$ cat src/rtl/share_pkg.sv
package share_pkg;

  typedef enum logic [1:0] {
    MODE_DETACHED = 2'd0,
    MODE_ENUM     = 2'd1,
    MODE_ACTIVE   = 2'd2,
    MODE_SUSP     = 2'd3
  } mode_t;

  localparam logic [2:0] LNK_UNPOWERED  = 3'd0;
  localparam logic [2:0] LNK_UNCONNECT  = 3'd1;
  localparam logic [2:0] LNK_ENUM       = 3'd2;
  localparam logic [2:0] LNK_CONFIGURED = 3'd3;
  localparam logic [2:0] LNK_SUSPENDED  = 3'd4;
  localparam logic [2:0] LNK_REMOVED    = 3'd5;

  // Ownership decision from synchronized inputs.
  function automatic mode_t pick_mode(input logic perm, input logic susp,
                                      input logic [2:0] link);
    mode_t m;
    if (!perm) m = MODE_DETACHED;
    else if (susp || link == LNK_SUSPENDED || link == LNK_REMOVED) m = MODE_SUSP;
    else if (link == LNK_ENUM) m = MODE_ENUM;
    else if (link == LNK_CONFIGURED) m = MODE_ACTIVE;
    else m = MODE_DETACHED;
    return m;
  endfunction

endpackage

$ cat src/rtl/share_sync.sv
module share_sync #(
  parameter int STAGES  = 2,
  parameter int W       = 1,
  parameter logic RST_VAL = 1'b0
) (
  input  logic         clk,
  input  logic         rst_n,
  input  logic [W-1:0] d_async,
  output logic [W-1:0] q_sync
);
  logic [W-1:0] chain [STAGES];

  generate
    for (genvar s = 0; s < STAGES; s++) begin : g_stage
      if (s == 0) begin : g_first
        always_ff @(posedge clk or negedge rst_n)
          if (!rst_n) chain[0] <= {W{RST_VAL}};
          else        chain[0] <= d_async;
      end else begin : g_next
        always_ff @(posedge clk or negedge rst_n)
          if (!rst_n) chain[s] <= {W{RST_VAL}};
          else        chain[s] <= chain[s-1];
      end
    end
  endgenerate

  assign q_sync = chain[STAGES-1];
endmodule

$ cat src/rtl/share_fsm.sv
module share_fsm
  import share_pkg::*;
(
  input  logic       clk,
  input  logic       rst_n,
  input  logic       perm_s,
  input  logic       susp_s,
  input  logic [2:0] link,
  output mode_t      mode_o,
  output logic       quiesce_o,
  output logic       leave_o
);
  mode_t mode_q, exit_q, target;
  logic  quiesce_q, leave;

  assign target = pick_mode(perm_s, susp_s, link);
  // First cycle in which the owning state must be given up.
  assign leave  = (mode_q == MODE_ACTIVE) && !quiesce_q && (target != MODE_ACTIVE);

  always_ff @(posedge clk or negedge rst_n) begin
    if (!rst_n) begin
      mode_q    <= MODE_DETACHED;
      exit_q    <= MODE_DETACHED;
      quiesce_q <= 1'b0;
    end else if (quiesce_q) begin
      mode_q    <= exit_q;
      quiesce_q <= 1'b0;
    end else if (leave) begin
      exit_q    <= target;
      quiesce_q <= 1'b1;
    end else begin
      mode_q    <= target;
    end
  end

  assign mode_o    = mode_q;
  assign quiesce_o = quiesce_q;
  assign leave_o   = leave;

  assert_detach_R1: assert property (@(posedge clk) disable iff (!rst_n)
    (!perm_s && !quiesce_q && mode_q != MODE_ACTIVE) |=> mode_q == MODE_DETACHED);
  assert_suspend_R2: assert property (@(posedge clk) disable iff (!rst_n)
    (perm_s && susp_s && !quiesce_q && mode_q != MODE_ACTIVE) |=> mode_q == MODE_SUSP);
  assert_leave_hold_R7: assert property (@(posedge clk) disable iff (!rst_n)
    leave |=> (quiesce_q && mode_q == MODE_ACTIVE));
  assert_quiesce_exit_R7: assert property (@(posedge clk) disable iff (!rst_n)
    quiesce_q |=> (!quiesce_q && mode_q != MODE_ACTIVE));
endmodule

$ cat src/rtl/share_outgate.sv
module share_outgate
  import share_pkg::*;
#(
  parameter int STRB_W = 3
) (
  input  logic              clk,
  input  logic              rst_n,
  input  mode_t             mode,
  input  logic              quiesce,
  input  logic              leave,
  input  logic              ee_line,
  input  logic              fw_rst_req,
  input  logic [STRB_W-1:0] eng_strb_n,
  output logic              ide_oe,
  output logic [STRB_W-1:0] ide_strb_n,
  output logic              status,
  output logic              ata_reset
);
  logic hold_strb, owner_ok;

  assign ide_oe    = (mode == MODE_ACTIVE);
  assign hold_strb = !ide_oe || quiesce || leave;
  assign owner_ok  = ide_oe && !quiesce && !leave;

  always_comb begin
    ide_strb_n = hold_strb ? {STRB_W{1'b1}} : eng_strb_n;
    if (mode == MODE_ENUM) status = ee_line;
    else                   status = owner_ok;
  end

  always_ff @(posedge clk or negedge rst_n)
    if (!rst_n) ata_reset <= 1'b1;
    else        ata_reset <= fw_rst_req;

  assert_status_owner_R4: assert property (@(posedge clk) disable iff (!rst_n)
    (mode != MODE_ENUM && status) |-> ide_oe);
  assert_strb_idle_R10: assert property (@(posedge clk) disable iff (!rst_n)
    !ide_oe |-> (&ide_strb_n));
  assert_rst_follow_R8: assert property (@(posedge clk) disable iff (!rst_n)
    $rose(ata_reset) |-> $past(fw_rst_req));
endmodule

$ cat src/rtl/ide_share_ctrl.sv
module ide_share_ctrl
  import share_pkg::*;
#(
  parameter int STRB_W      = 3,
  parameter int SYNC_STAGES = 2
) (
  input  logic              clk,
  input  logic              rst_n,
  input  logic              perm_in,
  input  logic              susp_in,
  input  logic [2:0]        link_code,
  input  logic              ee_line,
  input  logic              fw_rst_req,
  input  logic [STRB_W-1:0] eng_strb_n,
  output logic              ide_oe,
  output logic [STRB_W-1:0] ide_strb_n,
  output logic              host_status,
  output logic              ata_reset
);
  localparam int NSYNC = 2;

  logic [NSYNC-1:0] raw_in, synced;
  mode_t mode;
  logic  quiesce, leave;

  assign raw_in = {susp_in, perm_in};

  share_sync #(.STAGES(SYNC_STAGES), .W(NSYNC), .RST_VAL(1'b0)) u_sync (
    .clk(clk), .rst_n(rst_n), .d_async(raw_in), .q_sync(synced));

  share_fsm u_fsm (
    .clk(clk), .rst_n(rst_n), .perm_s(synced[0]), .susp_s(synced[1]),
    .link(link_code), .mode_o(mode), .quiesce_o(quiesce), .leave_o(leave));

  share_outgate #(.STRB_W(STRB_W)) u_gate (
    .clk(clk), .rst_n(rst_n), .mode(mode), .quiesce(quiesce), .leave(leave),
    .ee_line(ee_line), .fw_rst_req(fw_rst_req), .eng_strb_n(eng_strb_n),
    .ide_oe(ide_oe), .ide_strb_n(ide_strb_n), .status(host_status),
    .ata_reset(ata_reset));

  // Strobes must already be idle in the cycle before the bus floats.
  assert_float_after_idle_R7: assert property (@(posedge clk) disable iff (!rst_n)
    $fell(ide_oe) |-> (&$past(ide_strb_n)));
endmodule

$ cat config.mk
export PLATFORM = sky130hd
export DESIGN_NAME = ide_share_ctrl
export DESIGN_NICKNAME = d
export VERILOG_FILES = /design/src/rtl/share_pkg.sv /design/src/rtl/share_sync.sv /design/src/rtl/share_fsm.sv /design/src/rtl/share_outgate.sv /design/src/rtl/ide_share_ctrl.sv
export SDC_FILE = /design/constraint.sdc
export NUM_CORES = 1
export LEC_CHECK = 0
export ABC_AREA = 1
export BUFFER_PORTS_ARGS = -buffer_cell sky130_fd_sc_hd__buf_2
export CAP_MARGIN = 0
export CORE_MARGIN = 4
export CORE_UTILIZATION = 25
export CTS_BUF_LIST = sky130_fd_sc_hd__clkbuf_4
export DETAILED_ROUTE_END_ITERATION = 10
export SKIP_CTS_REPAIR_TIMING = 1
export SYNTH_ARGS = -nofsm -noshare
export SYNTH_HDL_FRONTEND = slang
export SYNTH_SLANG_ARGS = --single-unit
$ cat constraint.sdc
create_clock -name clk -period 1.5 [get_ports clk]
set_clock_uncertainty 0.15 [all_clocks]
set_input_delay 0.3 -clock clk [delete_from_list [all_inputs] [get_ports clk]]
set_output_delay 0.3 -clock clk [all_outputs]
set_load 0.05 [all_outputs]
==> results.py, run 1 <==
metrics = {
    "route": {
        "routed_wirelength_um": 929,
        "detail-route-antenna-nets": 0,
        "route.detailed.vias_per_inst": 3.81,
        "route.detailed.wl_per_inst_um": 8.60,
        "drcViolationCount": 0,
        "1st_pass_router_iterations": 1,
        "drtIter0Drc": 0,
        "vias_after_detailed_routing": 412,
    },
    "pwr": {
        "power_density_normalized_to_cell_area_mw_per_mm2": 1460,
        "irDropWorstVdd_mv": 0.934,
        "cellInternalPower_uw": 684,
        "switching_power_summed_over_all_nets_uw": 439,
        "sw_frac_of_total": 0.391,
        "power.sequential.fraction": 0.341,
        "design_power_total_uw": 1120,
        "comb_power_share": 0.498,
        "clock_power_share": 0.160,
        "leakage_component_of_the_power_uw": 0.000392,
    },
    "cts": {
        "clk_pin_slew_worst_paths_ns": 0.06,
        "cts_tree": "yes",
        "cts-root-to-sink-buffers": 2,
        "tritoncts.num_buffers": 3,
        "htree_levels": 1,
        "clockRootBuffer": "clkbuf_4",
        "clock_latency_ns": 0.26,
        "cts_sinks": 10,
    },
    "critical_path": {
        "timing.critical_path.to_type": "primary output",
        "critPathKind": "register to primary output",
        "crit_slowest_cell": "dfrtp_1",
        "crit_chain": "a21oi_4, nand4_4, nor2_4, nand2_1, buf_6",
        "reg2reg_from": "u_sync.q_sync[1]$_DFF_PN0_",
        "worstPathRequired_ns": 1.05,
        "crit_family": "flip-flops",
        "arrival_ns": 1.32,
        "cp.buffers_inverters": 1,
        "critical_path.max_stage_delay_ns": 0.39,
        "critical_path_peak_fanout": 3,
        "startpoint_type": "register",
        "crit_path_start": "u_sync.q_sync[1]$_DFF_PN0_",
    },
    "job": {
        "max_cap_viol_count": 0,
    },
    "place": {
        "detailedPlacementHpwl_um": 694,
        "port_buffers": 17,
        "placed_cells": 97,
        "gp_congestion": 0.733,
        "preCtsSetupSlack_ns": -0.172,
    },
    "sta": {
        "holdWs_ns": 0.197,
        "worst_slew_margin_rel": 0.862,
        "timing.final.max_slew_violations": 0,
        "final.setup.worst_slack_ns": -0.268,
        "finalSetupViolCount": 5,
        "fmax_ghz": 0.566,
        "post-route-min-period_ns": 1.77,
        "grt_setup_unrepaired": "true",
        "final_min_period_over_clock_period": 1.18,
        "hold_viol": 0,
        "worst-slew-pin-transition_ns": 0.206,
    },
    "synth": {
        "synthTopCellsByArea": "dfrtp_1 49%, nand2_1 14%, inv_1 9.0%",
        "synth_area_leader_cell": "dfrtp_1",
        "synthesis.yosys.warnings": 0,
        "synth.ff_latch_count": 10,
        "syn-mean-instance-area_um2": 8.95,
        "seq_area_frac_synth": 0.551,
        "synth_cell_types": 14,
        "mappedNetlistNets": 63,
        "synthesis.instances": 51,
        "synth_top_cell_area_share": 0.493,
        "netlist_area_um2": 457,
    },
    "cells_and_area": {
        "fillerInstances": 183,
        "layout.cells.most_common": "nand2_1",
        "final-instance-count-excl-fill": 108,
        "mostFrequentLayoutCells": "16 x nand2_1, 11 x buf_2, 9 x dfrtp_1",
        "layout.area.seq_um2": 251,
        "antenna-diode-count": 0,
        "multiInputGateArea_um2": 196,
        "area.growth.synth_to_final_pct": 68.2,
        "drive_gt1_frac": 0.482,
        "finalNetCount": 96,
    },
    "global_routing": {
        "grt.busiest_layer": "met2",
        "grt_start_max_net_pins": 11,
        "grt_first_pass_wirelength_um": 1370,
        "antenna_found_initial": 0,
        "grt.met1_usage": 0.0861,
        "gr-total-overflow": 0,
        "grt_met2_usage": 0.115,
        "first_global_vias": 360,
        "global_route.usage.total": 0.0734,
        "grtUsageMet3": 0.0178,
    },
    "floorplanning": {
        "floorplan.io_pins": 18,
        "total_die_area_mm2": 0.00257,
        "die_w_um": 50.7,
        "initial_utilization": 0.264,
        "design.core.area_mm2": 0.00173,
        "placement_rows": 15,
        "die-height_um": 50.7,
    },
    "status": {
        "failed_checks": "setup timing",
        "outcome": "finished with violations",
    },
    "hold_path": {
        "hold_class": "register to register",
        "worst_hold_startpoint": "u_sync.chain[2]$_DFF_PN0_",
    },
}
## per-layer routing
layer | vias to the layer above | part of all wire
met3 | 0 | 0.067
met5 | - | 0
met4 | 0 | 0
li1 | 218 | -
met1 | 181 | 0.41
met2 | 13 | 0.52
## state kept, by name, summed over array words and instances, names as in the netlist
| signal | cells |
|---|---|
| u_fsm.quiesce_o | 1 |
| u_sync.chain | 2 |
| u_sync.q_sync | 2 |
| u_fsm.exit_q | 2 |
| u_gate.ata_reset | 1 |
| u_fsm.mode_o | 2 |
## cell type report
cell class	instances	share of cell area
clock buffer	3	0.0293
multi-input combinational	30	0.256
sequential	10	0.327
inverter	11	0.0570
tap	25	0.0407
clock inverter	1	0.00489
timing repair buffer	28	0.285
## cell families (layout without fill, tap and decap cells)
| group | Yosys count | after routing | synth area share |
|---|---|---|---|
| and+or+nand+nor | 27 | 27 | 0.288 |
| buffers and inverters | 11 | 43 | 0.0904 |
| DFF | 10 | 10 | 0.551 |
| AOI/OAI and AO/OA | 3 | 3 | 0.0712 |
## per-stage QoR
stage,cell area [um2],setup TNS (ns),util
3_5_place_dp,614,-0.636,0.356
5_1_grt,768,-1.54,0.445
6_report,768,-1.03,0.445
2_1_floorplan,468,-0.193,-
3_3_place_gp,614,-0.489,0.356
4_1_cts,641,-1.67,0.371
## synthesized netlist by cell type
cell and instances:
nor2_2 2, a21boi_2 1, dfstp_2 1, nand2_2 1, nand3_1 3, inv_1 11
dfrtp_1 9, nor2_1 1, a21oi_4 1, o21ai_1 1, nand4_1 1, nand2_1 17
nand4_2 1, nor2_4 1
## path summary, 6_finish.rpt
| check | end | slack, ns | cells after the start |
|---|---|---|---|
| worst max-delay path | ide_strb_n[2] | -0.27 | 5 |
| worst min-delay path | u_sync.q_sync[0]$_DFF_PN0_ | 0.20 | 0 |
| worst max register to register | u_fsm.mode_o[1]$_DFFE_PN0P_ | 0.09 | 6 |
| worst min register to register | u_sync.q_sync[0]$_DFF_PN0_ | 0.20 | 0 |
| max in group asynchronous | u_gate.ata_reset$_DFF_PN1_ | 0.70 | 2 |
| min in group asynchronous | u_fsm.quiesce_o$_DFF_PN0_ | 0.26 | 2 |
## power by group through the flow
stage | sequential, uW | combinational, uW | clock (uW)
after floorplan | 381 | 271 | 0
after global placement | 377 | 415 | 0
after detailed placement | 377 | 424 | 0
after CTS | 372 | 426 | 190
after global routing | 393 | 622 | 206
final | 383 | 559 | 180
Note: power is estimated with default switching activity, not from simulation.
==> run 2, diff against run 1 <==
RECOVER_POWER = 100   (was not set)
==> run 2 against run 1 <==
Against the previous run:
- the flow still finishes with violations (setup timing)
- final cell count unchanged
- sequential power barely moved
- sequential share of layout area is 0.053 points higher
- first-iteration DRC count unchanged
- worst hold slack stayed put
- power barely moved
- critical path depth stayed put
- clock-buffer cell count unchanged
- clock power barely moved
- wire length rose by 0.32%
- sequential cell count is the same
==> results.py, run 2 (synthesis gave the netlist of run 1 again) <==
metrics = {
    "cts": {
        "cts_tree": "yes",
        "clock_latency_ns": 0.26,
        "clockRootBuffer": "clkbuf_4",
        "cts-root-to-sink-buffers": 2,
        "cts_sinks": 10,
        "clk_pin_slew_worst_paths_ns": 0.06,
        "tritoncts.num_buffers": 3,
        "htree_levels": 1,
    },
    "sta": {
        "worst-slew-pin-transition_ns": 0.493,
        "post-route-min-period_ns": 1.77,
        "finalSetupViolCount": 5,
        "fmax_ghz": 0.566,
        "holdWs_ns": 0.197,
        "final.setup.worst_slack_ns": -0.268,
        "hold_viol": 0,
        "timing.final.max_slew_violations": 0,
        "worst_slew_margin_rel": 0.672,
        "final_min_period_over_clock_period": 1.18,
        "grt_setup_unrepaired": "true",
    },
    "route": {
        "route.detailed.wl_per_inst_um": 8.63,
        "vias_after_detailed_routing": 410,
        "routed_wirelength_um": 932,
        "route.detailed.vias_per_inst": 3.80,
        "drtIter0Drc": 0,
        "detail-route-antenna-nets": 0,
        "1st_pass_router_iterations": 1,
        "drcViolationCount": 0,
    },
    "critical_path": {
        "cp.buffers_inverters": 1,
        "worst_r2r_path_depth": 6,
        "critPathKind": "register to primary output",
        "timing.critical_path.to_type": "primary output",
        "critical_path.max_stage_delay_ns": 0.39,
        "crit_path_start": "u_sync.q_sync[1]$_DFF_PN0_",
        "arrival_ns": 1.32,
        "crit_family": "flip-flops",
        "worstPathRequired_ns": 1.05,
        "startpoint_type": "register",
        "reg2reg_from": "u_sync.q_sync[1]$_DFF_PN0_",
        "crit_slowest_cell": "dfrtp_1",
        "worstSetupPathDepth": 5,
        "critical_path_peak_fanout": 3,
        "crit_chain": "a21oi_4, nand4_4, nor2_4, nand2_1, buf_6",
    },
    "status": {
        "failed_checks": "setup timing",
        "outcome": "finished with violations",
    },
    "pwr": {
        "cellInternalPower_uw": 683,
        "switching_power_summed_over_all_nets_uw": 439,
        "comb_power_share": 0.498,
        "leakage_component_of_the_power_uw": 0.000389,
        "power.sequential.fraction": 0.342,
        "irDropWorstVdd_mv": 0.934,
        "design_power_total_uw": 1120,
        "clock_power_share": 0.160,
        "sw_frac_of_total": 0.391,
        "power_density_normalized_to_cell_area_mw_per_mm2": 1460,
    },
    "floorplanning": {
        "die-height_um": 50.7,
        "die_w_um": 50.7,
        "floorplan.io_pins": 18,
        "placement_rows": 15,
        "initial_utilization": 0.264,
        "design.core.area_mm2": 0.00173,
        "total_die_area_mm2": 0.00257,
    },
    "job": {
        "max_cap_viol_count": 0,
    },
    "cells_and_area": {
        "final_util": 0.444,
        "drive_gt1_frac": 0.470,
        "finalNetCount": 96,
        "area.growth.synth_to_final_pct": 67.9,
        "antenna-diode-count": 0,
        "layout.cells.most_common": "nand2_1",
        "mostFrequentLayoutCells": "16 x nand2_1, 10 x buf_2, 9 x dfrtp_1",
        "fin_area_um2": 767,
        "final-instance-count-excl-fill": 108,
    },
    "place": {
        "gp_congestion": 0.733,
        "port_buffers": 17,
        "placed_cells": 97,
        "detailedPlacementHpwl_um": 694,
        "placed_cell_area_um2": 614,
    },
    "global_routing": {
        "grt_first_pass_wirelength_um": 1370,
        "first_global_vias": 360,
        "gr-total-overflow": 0,
        "antenna_found_initial": 0,
        "grt_start_max_net_pins": 11,
        "global_route.usage.total": 0.0734,
    },
    "hold_path": {
        "worst_hold_startpoint": "u_sync.chain[2]$_DFF_PN0_",
        "hold_class": "register to register",
        "min_path_cells": 0,
    },
}
==> run 2: routing by layer <==
metal	vias up	wire (um)	GRT usage
met5	-	0	0
met4	0	0	0.0538
met3	0	62	0.0178
met2	13	489	0.115
met1	180	379	0.0861
li1	217	-	-
==> run 2: cell type report <==
type / instances / area (um2)
inverter: 11 / 43.8
multi-input combinational: 30 / 196
tap: 25 / 31.3
fill: 184 / 960
clock buffer: 3 / 22.5
sequential: 10 / 251
timing repair buffer: 28 / 218
clock inverter: 1 / 3.75
==> run 2: power by group through the flow <==
| stage | clock network (uW) | logic [uW] | registers (uW) |
|---|---|---|---|
| final | 180 | 559 | 383 |
| after global routing | 206 | 621 | 393 |
| after CTS | 190 | 426 | 372 |
| after detailed placement | 0 | 424 | 377 |
| after global placement | 0 | 415 | 377 |
| after floorplan | 0 | 271 | 381 |
==> run 2: path summary, 6_finish.rpt <==
kind                                                    end  slack (ns)
worst min-delay path             u_sync.q_sync[0]$_DFF_PN0_        0.20
worst max-delay path                          ide_strb_n[2]       -0.27
worst max register to register  u_fsm.mode_o[1]$_DFFE_PN0P_        0.09
min in group asynchronous         u_fsm.quiesce_o$_DFF_PN0_        0.36
max in group asynchronous        u_gate.ata_reset$_DFF_PN1_        0.49
worst min register to register   u_sync.q_sync[0]$_DFF_PN0_        0.20
==> run 2: stage by stage <==
step,TNS (ns),worst slack [ns]
2_1_floorplan,-0.193,-0.0644
3_3_place_gp,-0.489,-0.136
3_5_place_dp,-0.636,-0.172
4_1_cts,-1.67,-0.376
5_1_grt,-1.54,-0.378
6_report,-1.03,-0.268
==> run 3, diff against run 2 <==
PLACE_DENSITY = 0.51   (was not set)
==> run 3 against run 2 <==
Against the previous run:
- the run still ends with setup timing left
- clock-buffer cell count rose by 1
- sequential power barely moved
- sequential share of layout area rose by 0.49 points
==> results.py, run 3 (synthesis gave the netlist of run 1 again) <==
metrics = {
    "cells_and_area": {
        "layout.cells.most_common": "nand2_1",
        "mostFrequentLayoutCells": "16 x nand2_1, 10 x buf_2, 9 x dfrtp_1",
        "antenna-diode-count": 0,
        "fillerInstances": 185,
        "area.growth.synth_to_final_pct": 65.5,
        "final_util": 0.438,
        "drive_gt1_frac": 0.469,
        "final-instance-count-excl-fill": 106,
        "finalNetCount": 94,
    },
    "floorplanning": {
        "placement_rows": 15,
        "total_die_area_mm2": 0.00257,
        "design.core.area_mm2": 0.00173,
        "initial_utilization": 0.264,
        "floorplan.io_pins": 18,
        "die_w_um": 50.7,
        "die-height_um": 50.7,
    },
    "cts": {
        "clockRootBuffer": "clkbuf_4",
        "htree_levels": 1,
        "cts_sinks": 10,
        "cts_tree": "yes",
        "tritoncts.num_buffers": 3,
        "cts-root-to-sink-buffers": 2,
        "clk_pin_slew_worst_paths_ns": 0.06,
        "clock_latency_ns": 0.26,
    },
    "status": {
        "outcome": "finished with violations",
        "failed_checks": "setup timing",
    },
    "critical_path": {
        "critical_path.reg2reg.endpoint": "u_fsm.mode_o[1]$_DFFE_PN0P_",
        "worstSetupEndpoint": "ide_strb_n[0]",
        "timing.critical_path.to_type": "primary output",
        "worst_r2r_path_depth": 5,
        "worstPathRequired_ns": 1.05,
        "arrival_ns": 1.36,
        "critPathKind": "register to primary output",
        "reg2reg_from": "u_sync.q_sync[1]$_DFF_PN0_",
        "startpoint_type": "register",
        "crit_path_start": "u_sync.q_sync[1]$_DFF_PN0_",
        "critical_path_peak_fanout": 3,
        "regToRegSetupSlack_ns": 0.16,
    },
    "pwr": {
        "power_density_normalized_to_cell_area_mw_per_mm2": 1470,
        "irDropWorstVdd_mv": 0.814,
        "leakage_component_of_the_power_uw": 0.000383,
    },
    "route": {
        "routed_wirelength_um": 850,
        "1st_pass_router_iterations": 4,
        "drcViolationCount": 0,
        "route.detailed.wl_per_inst_um": 8.02,
        "vias_after_detailed_routing": 406,
        "drtIter0Drc": 6,
        "detail-route-antenna-nets": 0,
        "route.detailed.vias_per_inst": 3.83,
    },
    "global_routing": {
        "gr-total-overflow": 0,
        "grt_first_pass_wirelength_um": 1320,
        "grt_start_max_net_pins": 11,
        "global_route.usage.total": 0.0710,
        "first_global_vias": 356,
        "antenna_found_initial": 0,
    },
    "place": {
        "detailedPlacementHpwl_um": 670,
        "preCtsSetupSlack_ns": -0.162,
        "gp_congestion": 0.743,
        "port_buffers": 17,
        "placed_cells": 97,
    },
    "sta": {
        "worst-slew-pin-transition_ns": 0.496,
        "hold_viol": 0,
        "final.setup.worst_slack_ns": -0.310,
        "post-route-min-period_ns": 1.81,
        "setup_tns_ns": -1.17,
        "grt_setup_unrepaired": "true",
        "fmax_ghz": 0.552,
        "final_min_period_over_clock_period": 1.21,
        "timing.final.max_slew_violations": 0,
        "worst_slew_margin_rel": 0.670,
        "finalSetupViolCount": 4,
        "holdWs_ns": 0.198,
    },
    "job": {
        "max_cap_viol_count": 0,
    },
    "hold_path": {
        "hold_class": "register to register",
    },
}
==> run 3: changes by cell type in the layout (fill, tap and decap cells not counted), sizes merged <==
| cell | previous run | this run |
|---|---|---|
| clkinv | 1 | 0 |
| clkbuf | 5 | 6 |
| buf | 22 | 20 |
==> run 3: critical path: stages, from the launching register on <==
cell and delay (ns):
dfrtp_1 0.39, a21oi_4 0.18, nand4_4 0.16, nor2_4 0.15, nand2_1 0.07, buf_6 0.15
==> run 3: layout make-up <==
| cell class | instances | area (um2) | share of cell area |
|---|---|---|---|
| Multi-Input combinational cell | 30 | 196 | 0.260 |
| Inverter | 11 | 43.8 | 0.0579 |
| Tap cell | 25 | 31.3 | 0.0414 |
| Sequential cell | 10 | 251 | 0.333 |
| Clock buffer | 4 | 30.0 | 0.0397 |
| Timing Repair Buffer | 26 | 203 | 0.268 |
==> run 3: stage by stage <==
step                      area [um2]  total power [uW]
final                            756              1110
after global routing             756              1200
after CTS                        644              1010
after detailed placement         614               795
after global placement           614               793
after floorplan                  468               653
==> run 3: worst min path at each step <==
stage	endpoint	depth (start not counted)	slack (ns)	startpoint
4_1_cts	u_fsm.exit_q[0]$_DFFE_PN0P_	1	-0.27	rst_n
3_5_place_dp	u_fsm.exit_q[1]$_DFFE_PN0P_	1	0.02	rst_n
5_1_grt	u_sync.q_sync[1]$_DFF_PN0_	0	0.21	u_sync.chain[3]$_DFF_PN0_
6_report	u_sync.q_sync[0]$_DFF_PN0_	0	0.20	u_sync.chain[2]$_DFF_PN0_
3_3_place_gp	u_fsm.quiesce_o$_DFF_PN0_	1	0.01	rst_n
2_1_floorplan	u_fsm.exit_q[0]$_DFFE_PN0P_	0	-0.15	rst_n
==> run 3: layer usage <==
metal | GRT usage | vias to the layer above | share of wire
met3 | 0.0119 | 3 | 0.087
met2 | 0.102 | 17 | 0.50
li1 | - | 214 | -
met4 | 0.0807 | 0 | 0.034
met1 | 0.0827 | 172 | 0.38
met5 | 0 | - | 0
==> run 3: report_power, final <==
group | internal [uW] | leakage [uW] | switching (uW)
logic | 227 | 0.000244 | 301
clock network | 120 | 0.0000184 | 82.5
registers | 339 | 0.000121 | 43.2
